[config.mk]
export PLATFORM = sky130hd
export DESIGN_NAME = pfx_unit
export DESIGN_NICKNAME = d
export VERILOG_FILES = /design/src/rtl/pfx_pkg.sv /design/src/rtl/pfx_shifter.sv /design/src/rtl/pfx_bitops.sv /design/src/rtl/pfx_cycles.sv /design/src/rtl/pfx_unit.sv
export SDC_FILE = /design/constraint.sdc
export NUM_CORES = 1
export LEC_CHECK = 0
export BUFFER_PORTS_ARGS = -buffer_cell sky130_fd_sc_hd__buf_2
export CORE_ASPECT_RATIO = 0.7
export CORE_MARGIN = 4
export CORE_UTILIZATION = 44
export CTS_CLUSTER_DIAMETER = 60
export DETAILED_ROUTE_END_ITERATION = 10
export PLACE_DENSITY = 0.84
export SYNTH_ARGS = -nofsm -noshare
export SYNTH_HDL_FRONTEND = slang
export SYNTH_SLANG_ARGS = --single-unit
[constraint.sdc]
create_clock -name clk -period 1.2 [get_ports clk]
set_input_delay 0.12 -clock clk [delete_from_list [all_inputs] [get_ports clk]]
set_output_delay 0.12 -clock clk [all_outputs]
set_load 0.02 [all_outputs]
[src/rtl/pfx_pkg.sv]
package pfx_pkg;
  typedef enum logic [1:0] {
    CLS_SHIFT = 2'd0,
    CLS_TEST  = 2'd1,
    CLS_CLEAR = 2'd2,
    CLS_SETB  = 2'd3
  } cls_e;

  typedef enum logic [2:0] {
    SH_ROTL   = 3'd0,
    SH_ROTR   = 3'd1,
    SH_ROTLC  = 3'd2,
    SH_ROTRC  = 3'd3,
    SH_SHL    = 3'd4,
    SH_SHRA   = 3'd5,
    SH_NIBX   = 3'd6,
    SH_SHRL   = 3'd7
  } shop_e;

  typedef struct packed {
    logic z;
    logic n;
    logic h;
    logic c;
  } flags_t;
endpackage

[src/rtl/pfx_shifter.sv]
module pfx_shifter #(
  parameter int unsigned W = 8
) (
  input  pfx_pkg::shop_e op,
  input  logic [W-1:0]   data,
  input  logic           carry_in,
  output logic [W-1:0]   result,
  output logic           carry_out
);
  import pfx_pkg::*;
  localparam int unsigned HALF = W / 2;

  always_comb begin
    result    = data;
    carry_out = 1'b0;
    unique case (op)
      SH_ROTL:  begin result = {data[W-2:0], data[W-1]}; carry_out = data[W-1]; end
      SH_ROTR:  begin result = {data[0], data[W-1:1]};   carry_out = data[0];   end
      SH_ROTLC: begin result = {data[W-2:0], carry_in};  carry_out = data[W-1]; end
      SH_ROTRC: begin result = {carry_in, data[W-1:1]};  carry_out = data[0];   end
      SH_SHL:   begin result = {data[W-2:0], 1'b0};      carry_out = data[W-1]; end
      SH_SHRA:  begin result = {data[W-1], data[W-1:1]}; carry_out = data[0];   end
      SH_NIBX:  begin result = {data[HALF-1:0], data[W-1:HALF]}; carry_out = 1'b0; end
      SH_SHRL:  begin result = {1'b0, data[W-1:1]};      carry_out = data[0];   end
      default:  begin result = data; carry_out = 1'b0; end
    endcase
  end
endmodule

[src/rtl/pfx_bitops.sv]
module pfx_bitops #(
  parameter int unsigned W     = 8,
  parameter int unsigned SEL_W = $clog2(W)
) (
  input  pfx_pkg::cls_e   cls,
  input  logic [SEL_W-1:0] idx,
  input  logic [W-1:0]    data,
  input  pfx_pkg::flags_t flags_in,
  output logic [W-1:0]    result,
  output pfx_pkg::flags_t flags_out,
  output logic            wr_en
);
  import pfx_pkg::*;

  logic [W-1:0] mask;

  generate
    for (genvar g = 0; g < W; g++) begin : g_mask
      assign mask[g] = (idx == SEL_W'(g));
    end
  endgenerate

  always_comb begin
    result    = data;
    flags_out = flags_in;
    wr_en     = 1'b1;
    unique case (cls)
      CLS_TEST: begin
        wr_en       = 1'b0;
        flags_out.z = ~|(data & mask);
        flags_out.n = 1'b0;
        flags_out.h = 1'b1;
      end
      CLS_CLEAR: result = data & ~mask;
      CLS_SETB:  result = data | mask;
      default:   result = data;
    endcase
  end
endmodule

[src/rtl/pfx_cycles.sv]
module pfx_cycles #(
  parameter int unsigned CYC_W   = 3,
  parameter int unsigned CYC_REG = 2,
  parameter int unsigned CYC_MEM = 4,
  parameter int unsigned MEM_SEL = 6
) (
  input  logic [2:0]       loc,
  output logic [CYC_W-1:0] cycles
);
  assign cycles = (loc == 3'(MEM_SEL)) ? CYC_W'(CYC_MEM) : CYC_W'(CYC_REG);
endmodule

[src/rtl/pfx_unit.sv]
module pfx_unit #(
  parameter int unsigned W       = 8,
  parameter int unsigned CYC_W   = 3,
  parameter int unsigned CYC_REG = 2,
  parameter int unsigned CYC_MEM = 4,
  parameter int unsigned MEM_SEL = 6,
  localparam int unsigned SEL_W  = $clog2(W)
) (
  input  logic             clk,
  input  logic             rst_n,
  input  logic             in_valid,
  output logic             in_ready,
  input  logic [1:0]       in_x,
  input  logic [SEL_W-1:0] in_y,
  input  logic [2:0]       in_z,
  input  logic [W-1:0]     in_operand,
  input  logic [3:0]       in_flags,
  output logic             out_valid,
  input  logic             out_ready,
  output logic [W-1:0]     out_result,
  output logic             out_wr_en,
  output logic [3:0]       out_flags,
  output logic [CYC_W-1:0] out_cycles
);
  import pfx_pkg::*;

  cls_e         cls;
  flags_t       fin;
  logic [W-1:0] sh_res;
  logic         sh_c;
  logic [W-1:0] bo_res;
  flags_t       bo_flags;
  logic         bo_we;
  logic [CYC_W-1:0] cyc;
  logic [W-1:0] nx_res;
  flags_t       nx_flags;
  logic         nx_we;
  logic         accept;

  assign cls = cls_e'(in_x);
  assign fin = flags_t'(in_flags);

  pfx_shifter #(.W(W)) u_shift (
    .op(shop_e'(in_y)), .data(in_operand), .carry_in(fin.c),
    .result(sh_res), .carry_out(sh_c)
  );

  pfx_bitops #(.W(W), .SEL_W(SEL_W)) u_bits (
    .cls(cls), .idx(in_y), .data(in_operand), .flags_in(fin),
    .result(bo_res), .flags_out(bo_flags), .wr_en(bo_we)
  );

  pfx_cycles #(.CYC_W(CYC_W), .CYC_REG(CYC_REG), .CYC_MEM(CYC_MEM), .MEM_SEL(MEM_SEL)) u_cyc (
    .loc(in_z), .cycles(cyc)
  );

  always_comb begin
    if (cls == CLS_SHIFT) begin
      nx_res   = sh_res;
      nx_we    = 1'b1;
      nx_flags = '{z: (sh_res == '0), n: 1'b0, h: 1'b0, c: sh_c};
    end else begin
      nx_res   = bo_res;
      nx_we    = bo_we;
      nx_flags = bo_flags;
    end
  end

  assign in_ready = ~out_valid | out_ready;
  assign accept   = in_valid & in_ready;

  always_ff @(posedge clk or negedge rst_n) begin
    if (!rst_n) begin
      out_valid  <= 1'b0;
      out_result <= '0;
      out_wr_en  <= 1'b0;
      out_flags  <= '0;
      out_cycles <= '0;
    end else begin
      if (in_ready) out_valid <= in_valid;
      if (accept) begin
        out_result <= nx_res;
        out_wr_en  <= nx_we;
        out_flags  <= nx_flags;
        out_cycles <= cyc;
      end
    end
  end
endmodule

==> impl_results.md, run 1 <==
* Post-synth EDFFs at 0
* FP Rows at 16
* Number of detailed-route iterations in the first pass at 4
* Final wirelength at 3820 microns
* FF-to-FF setup slack at -0.15 ns
* Final worst slack at -0.147 ns
* Post-Syn Area at 1290 sq um
* Mux share of post-synthesis cell area at 9.72%
* Predominant post-synthesis flop cell: dfrtp_1
* Top post-synthesis cells by area: dfrtp_1 (31%), o21ai_0 (6.6%), mux2i_1 (6.2%), nand2_1 (5.8%), a21oi_1 (3.9%)
* Simple-gate share of the synthesized area at 24.7%
* Achievable Freq at 743 MHz
* Failing checks: negative setup slack
* Worst path cell trace: nand2b_4, and2_4, nor2_2, or4_1, o21bai_1
* CTS tree: built
* CP max-delay cell: or4_1
* Die Span Y at 53.3 microns
* Synthesized Nets at 183
* Max-cap violations at 0
* Hold Startpoint: in_valid
* Synth Area in Compound Gates at 26.9%
* # DRC at 0
* CP max FO at 2
* CP Class: flip-flop to flip-flop
* Post-layout util at 63.4%
* FF-to-FF path depth at 5
* Largest net degree at the start of global routing at 17
* Routed len/inst at 15.2 microns
* Post-synthesis cell type count at 43
* Chip Width at 72.7 microns
* Critical path launch point type: flip-flop
* Post-DRT Antenna Nets at 0
* Top cell type's share of synthesized area at 31.1%
* Synth Register Bits at 16
* Top sig layer: met4
* Worst skew pair latency at 0.25 ns
* Routed length on met1 at 1800 microns
* Congestion Overflow GR at 0
* Sum Neg Setup Slack at -0.147 ns
* CP top delay family: simple AND/OR/NAND/NOR gates
* Final number of setup-violating endpoints at 1
* Dominant cell type by area after synthesis: dfrtp_1
* I/O Buffers at 40
* Largest family of logic cells by synthesized area: compound AO/OA/AOI/OAI gates
* H-Tree Depth at 1
* DRT iter0 DRCs at 137
* Count of pins over their slew limit at 0
* CTS Root Cell: clkbuf_8
* Die Footprint at 3870 sq um
* CP Capture Type: flip-flop
* Core box area at 2800 sq um
* Crit Reg-Reg Endpoint: out_flags[3]
* Worst reg2reg path startpoint: out_valid
* # nets final at 240
* Ys Warns at 0
* RePlAce Congestion at 0.868
* Hold WS at 0.0997 ns
* Met3 WL at 290 microns
* CTS Buf Count at 3
* Crit-path max cell delay at 0.45 ns
* Synth Area in Adders at 0%
* Commonest non-fill, non-tap cell in the layout: buf_2
* Power Total at 1800 uW
* Worst Hold Depth at 2
* IO Pins at 42
* Vias in the first global route at 1256
* RSZ-0062 raised after global routing: true
* Worst path arrival time at 1.52 ns
* Outcome: finished, violations left
* Hold endpoint: out_valid
* Layout cells sized above 1 at 39.1%
* Xor and xnor area share after synthesis at 0%
* Worst endpoint required time at 1.37 ns
* Inserted Diodes at 0
* Crit share post-route at 112%
* Antenna violations before repair at 0
* VDD IR max at 0.640 mV
* Hold Violations, Final at 0
* Worst hold path class: input pin to flip-flop
* Sequential share of the synthesized area at 31.1%
* Clock slew at reported path FFs at 0.06 ns
* Post-DP HPWL at 2930 microns
* Via Count at 1394
* Met2 WL at 1690 microns
* Area grow syn2layout at 38.1%
* Minimum clock period at 1.35 ns
* PwrDens at 1010 nW/um^2
* Sink Count at 16
* FFs w/ async S/R, synth at 100%
* Synth Instances at 159
* Initial Util at 45.9%
* Vias per cell at 5.55
* Average cell area after synthesis at 8.10 sq um
* Commonest cells after routing, fill and taps aside: buf_2 (38), buf_4 (22), nand2_1 (19)
* GRT Total Usage at 20.6%
* Clk_skew at 0.00276 ns
* Clock Tree Buf Depth at 2
* Worst Path Buf+Inv at 0
* LEAKAGE at 0.000828 uW
* Global-route wire length before repair at 6010 microns
## report_power, final
group          switching (uW)  leakage, uW  total [uW]  internal [uW]
combinational             381     0.000614         659            278
clock                     189    0.0000288         480            291
sequential               42.1     0.000186         656            614
total                     612     0.000828        1800           1180
## cells in the mapped netlist, drive strengths merged, types with 4 or more instances
library cell	number
a21oi	10
mux2i	8
nand2b	8
mux2	4
dfrtp	16
o211ai	4
clkbuf	4
buf	9
o21ai	19
nand2	21
nand3	5
nor2	11
## cell families after synthesis
family                 after synthesis
DFF                                 16
and+or+nand+nor                     61
AOI/OAI and AO/OA                   54
other                                1
buffers and inverters               15
muxes                               12
## layout make-up
class,instances,area (sq um)
clock buffers,4,55.1
fillers,247,1020
well taps,36,45.0
flip-flops and latches,16,402
multi-input cells,128,857
repair buffers,65,412
inverters,2,7.51
## metrics by stage
stage | std cells | area [sq um] | setup WS, ns
finish | 251 | 1780 | -0.147
global route | 251 | 1780 | -0.227
CTS | 251 | 1750 | -0.147
detailed placement | 245 | 1680 | -0.259
global placement | 245 | 1680 | -0.254
floorplan | 159 | 1350 | -0.232
## state kept, by name, indices dropped and copies added (netlist names)
register    cells
out_result      8
out_cycles      2
out_valid       1
out_flags       4
out_wr_en       1
## metal layers
metal	track usage (%)	vias up
met2	30.1	49
li1	-	690
met1	30.1	651
met3	5.12	4
met4	4.60	0
met5	0	-
## how the worst max path moves through the flow
stage,end,cells past startpoint,slack [ns],startpoint
final,out_flags[3],5,-0.15,out_valid
after global routing,out_flags[3],5,-0.23,out_valid
after CTS,out_flags[3],5,-0.15,out_valid
after detailed placement,out_flags[3],6,-0.26,in_y[1]
after global placement,out_flags[3],6,-0.25,in_y[1]
after floorplan,out_flags[3],5,-0.23,out_valid
## repair_timing
item | CTS | global route
buffers inserted | 1 | 0
hold buffers | 1 | 0
pin swaps | 1 | 2
gates resized for setup | 0 | 6
endpoints found under the setup margin | 1 | 10
hold endpoints to repair | 16 | 0
(Power assumes the default switching activity.)
==> run 2, diff against run 1 <==
--- a/config.mk
+++ b/config.mk
@@ -5,6 +5,7 @@
 export SDC_FILE = /design/constraint.sdc
 export NUM_CORES = 1
 export LEC_CHECK = 0
+export ABC_AREA = 1
 export BUFFER_PORTS_ARGS = -buffer_cell sky130_fd_sc_hd__buf_2
 export CORE_ASPECT_RATIO = 0.7
 export CORE_MARGIN = 4
==> run 2 against run 1 <==
Net effect:
- the run now ends clean
- non-clock buffer count shrank 5
- via count increased by 9.8%
- synthesized cell count up 23%
- critical path depth up 2
- setup slack improved by 0.17 ns
- clock skew is 0.0041 ns higher
- clock power is 1% higher
- design area decreased by 8.5%
- die area is 2.7% lower
- utilization shrank 0.64 points
- largest power group is now sequential cells
- highest routed layer unchanged
==> impl_results.md, run 2 <==
* Synthesized Nets at 220 (was 183)
* Power Total at 1780 uW (was 1800 uW)
* Largest net degree at the start of global routing at 17 (unchanged)
* Predominant post-synthesis flop cell: dfrtp_1 (unchanged)
* Simple-gate share of the synthesized area at 36.8% (was 24.7%)
* Top-count cell post-synth: nand2_1 (unchanged)
* Worst hold path class: input pin to flip-flop (unchanged)
* VDD IR max at 0.762 mV (was 0.640 mV)
* Worst path cell trace: nand2_4, nand2_1, buf_4, a21oi_2, nand2_1, inv_1, a21oi_2 (was nand2b_4, and2_4, nor2_2, or4_1, o21bai_1)
* Final non-filler cell total at 282 (was 251)
* CP top delay family: flip-flops (was simple AND/OR/NAND/NOR gates)
* Post-synth EDFFs at 0 (unchanged)
* # nets final at 273 (was 240)
* DRT iter0 DRCs at 158 (was 137)
* Xor and xnor area share after synthesis at 0% (unchanged)
* Congestion Overflow GR at 0 (unchanged)
* Core box area at 2590 sq um (was 2800 sq um)
* Routing usage on met2 at 33.2% (was 30.1%)
* GRT Total Usage at 21.1% (was 20.6%)
* FFs w/ async S/R, synth at 100% (unchanged)
* Hold Violations, Final at 0 (unchanged)
* CTS Buf Count at 3 (unchanged)
* # DRC at 0 (unchanged)
* Routed len/inst at 14.1 microns (was 15.2 microns)
* Global-route wire length before repair at 6240 microns (was 6010 microns)
* Worst Path Buf+Inv at 2 (was 0)
* Average cell area after synthesis at 6.36 sq um (was 8.10 sq um)
* Number of detailed-route iterations in the first pass at 5 (was 4)
* Sink Count at 16 (unchanged)
* Chip Width at 71.6 microns (was 72.7 microns)
* Final number of setup-violating endpoints at 0 (was 1)
* PwrDens at 1100 nW/um^2 (was 1010 nW/um^2)
* Synth Area in Adders at 0% (unchanged)
* Vias per cell at 5.43 (was 5.55)
* Worst Hold Depth at 3 (was 2)
* Placed cells at 277 (was 245)
* Max reg flops at 8 (unchanged)
* CP Class: flip-flop to flip-flop (unchanged)
* I/O Buffers at 40 (unchanged)
* Area grow syn2layout at 30.4% (was 38.1%)
* CP max FO at 9 (was 2)
* Sum Neg Setup Slack at 0 ns (was -0.147 ns)
* Post-DP HPWL at 2960 microns (was 2930 microns)
* Synth Register Bits at 16 (unchanged)
* Met1 usage at 29.8% (was 30.1%)
* Final wirelength at 3970 microns (was 3820 microns)
* Commonest non-fill, non-tap cell in the layout: nand2_1 (was buf_2)
* FF-to-FF path depth at 7 (was 5)
* LEAKAGE at 0.000857 uW (was 0.000828 uW)
* Via Count at 1531 (was 1394)
* Die Span Y at 52.6 microns (was 53.3 microns)
* Outcome: finished clean (was finished, violations left)
* Crit-path max cell delay at 0.43 ns (was 0.45 ns)
* Post-Syn Area at 1250 sq um (was 1290 sq um)
* Worst endpoint required time at 1.34 ns (was 1.37 ns)
* Stages on worst setup path at 7 (was 5)
* Clock Tree Buf Depth at 2 (unchanged)
* Dominant cell type by area after synthesis: dfrtp_1 (unchanged)
* Clock slew at reported path FFs at 0.07 ns (was 0.06 ns)
* Vias in the first global route at 1361 (was 1256)
* Post-synthesis cell type count at 24 (was 43)
* CTS tree: built (unchanged)
* Largest registers: out_result (8), out_flags (4), out_cycles (2) (unchanged)
* Worst skew pair latency at 0.25 ns (about the same)
* CP max-delay cell: dfrtp_2 (was or4_1)
* Synth Instances at 196 (was 159)
* Met3 layer usage reported by global route at 5.56% (was 5.12%)
* Post-layout util at 62.8% (was 63.4%)
* Mux share of post-synthesis cell area at 0% (was 9.72%)
* Top post-synthesis cells by area: dfrtp_1 (32%), nand2_1 (16%), o21ai_0 (8.4%), nor2_1 (7.5%), nand3_1 (6.8%) (was dfrtp_1 (31%), o21ai_0 (6.6%), mux2i_1 (6.2%), nand2_1 (5.8%), a21oi_1 (3.9%))
* Antenna violations before repair at 0 (unchanged)
* CTS Root Cell: clkbuf_8 (unchanged)
* Largest Register: out_result (unchanged)
* Largest family of logic cells by synthesized area: simple AND/OR/NAND/NOR gates (was compound AO/OA/AOI/OAI gates)
* IO Pins at 42 (unchanged)
* H-Tree Depth at 1 (unchanged)
* Commonest cells after routing, fill and taps aside: nand2_1 (53), buf_2 (40), nor2_1 (25) (was buf_2 (38), buf_4 (22), nand2_1 (19))
* Crit share post-route at 97.7% (was 112%)
* Synth Area in Compound Gates at 18.7% (was 26.9%)
* Clk_skew at 0.00682 ns (was 0.00276 ns)
* Busiest layer in global routing: met2 (unchanged)
* FP Rows at 15 (was 16)
* Minimum clock period at 1.17 ns (was 1.35 ns)
* RSZ-0062 raised after global routing: false (was true)
* RePlAce Congestion at 0.927 (was 0.868)
* Ys Warns at 0 (unchanged)
* Post-DRT Antenna Nets at 0 (unchanged)
* Achievable Freq at 853 MHz (was 743 MHz)
* Synth top cells by count: nand2_1 (54), nor2_1 (25), o21ai_0 (21), nand3_1 (17), dfrtp_1 (16) (was nand2_1 (20), o21ai_0 (17), dfrtp_1 (16), nor2_1 (11), a21oi_1 (10))
* Inserted Diodes at 0 (unchanged)
* Die Footprint at 3760 sq um (was 3870 sq um)
* Sequential share of the synthesized area at 32.1% (was 31.1%)
* Count of pins over their slew limit at 0 (unchanged)
* Max-cap violations at 0 (unchanged)
* Post-CTS Setup Bufs at 0 (was 1)
* Worst path arrival time at 1.31 ns (was 1.52 ns)
* Layout cells sized above 1 at 29.0% (was 39.1%)
* Critical path launch point type: flip-flop (unchanged)
* Top cell type's share of synthesized area at 32.1% (was 31.1%)
* Initial Util at 48.2% (was 45.9%)
* CP Capture Type: flip-flop (unchanged)
[run 2: kinds of logic (layout without fill, tap and decap cells)]
group | after synthesis | after routing
AO/OA/AOI/OAI | 42 | 42
buffers and inverters | 30 | 82
other | 1 | 1
flip-flops | 16 | 16
AND/OR/NAND/NOR | 107 | 107
[run 2: worst paths after layout]
kind,startpoint,endpoint,slack (ns)
max,out_valid,out_flags[3],0.03
min,in_flags[2],out_flags[2],0.12
max reg2reg,out_valid,out_flags[3],0.03
min reg2reg,out_flags[0],out_flags[0],0.49
max in group asynchronous,rst_n,out_valid,0.60
min in group asynchronous,rst_n,out_result[4],0.31
[run 2: metal layers]
layer  vias up  share of wire [%]
met1       651                 43
met5         -                  0
met2       114                 42
met3        21                 12
met4         0                2.8
li1        745                  -
[run 2: tightest hold or removal path, delay by kind of cell]
kind	cells	cell delay, ns
AOI/OAI and AO/OA	1	0.07
buffers and inverters	1	0.09
and+or+nand+nor	1	0.05
[run 2: what timing repair did]
| item | 4_1_cts | 5_1_grt |
|---|---|---|
| endpoints found under the setup margin | 1 | 0 |
| gates resized for setup | 1 | 0 |
| hold buffers | 1 | 0 |
| endpoints found under the hold margin | 16 | 0 |
[run 2: through the flow]
stage	worst slack, ns	hold WS [ns]	area [sq um]
finish	0.0273	0.120	1630
global route	0.000523	0.142	1630
CTS	0.0276	0.123	1630
detailed placement	-0.0265	0.0537	1560
global placement	-0.0259	0.0433	1560
floorplan	0.0211	-0.176	1260
[run 2: layout make-up]
class,count,area (sq um)
Multi-Input combinational cell,150,707
Sequential cell,16,402
Clock buffer,4,55.1
Tap cell,34,42.5
Inverter,18,67.6
Timing Repair Buffer,60,353
Fill cell,248,963
[run 2: where the power goes]
group / internal [uW] / switching, uW / leakage, uW
clock: 291 / 195 / 0.0000288
sequential: 620 / 43.5 / 0.000187
combinational: 230 / 401 / 0.000641
total: 1140 / 640 / 0.000857
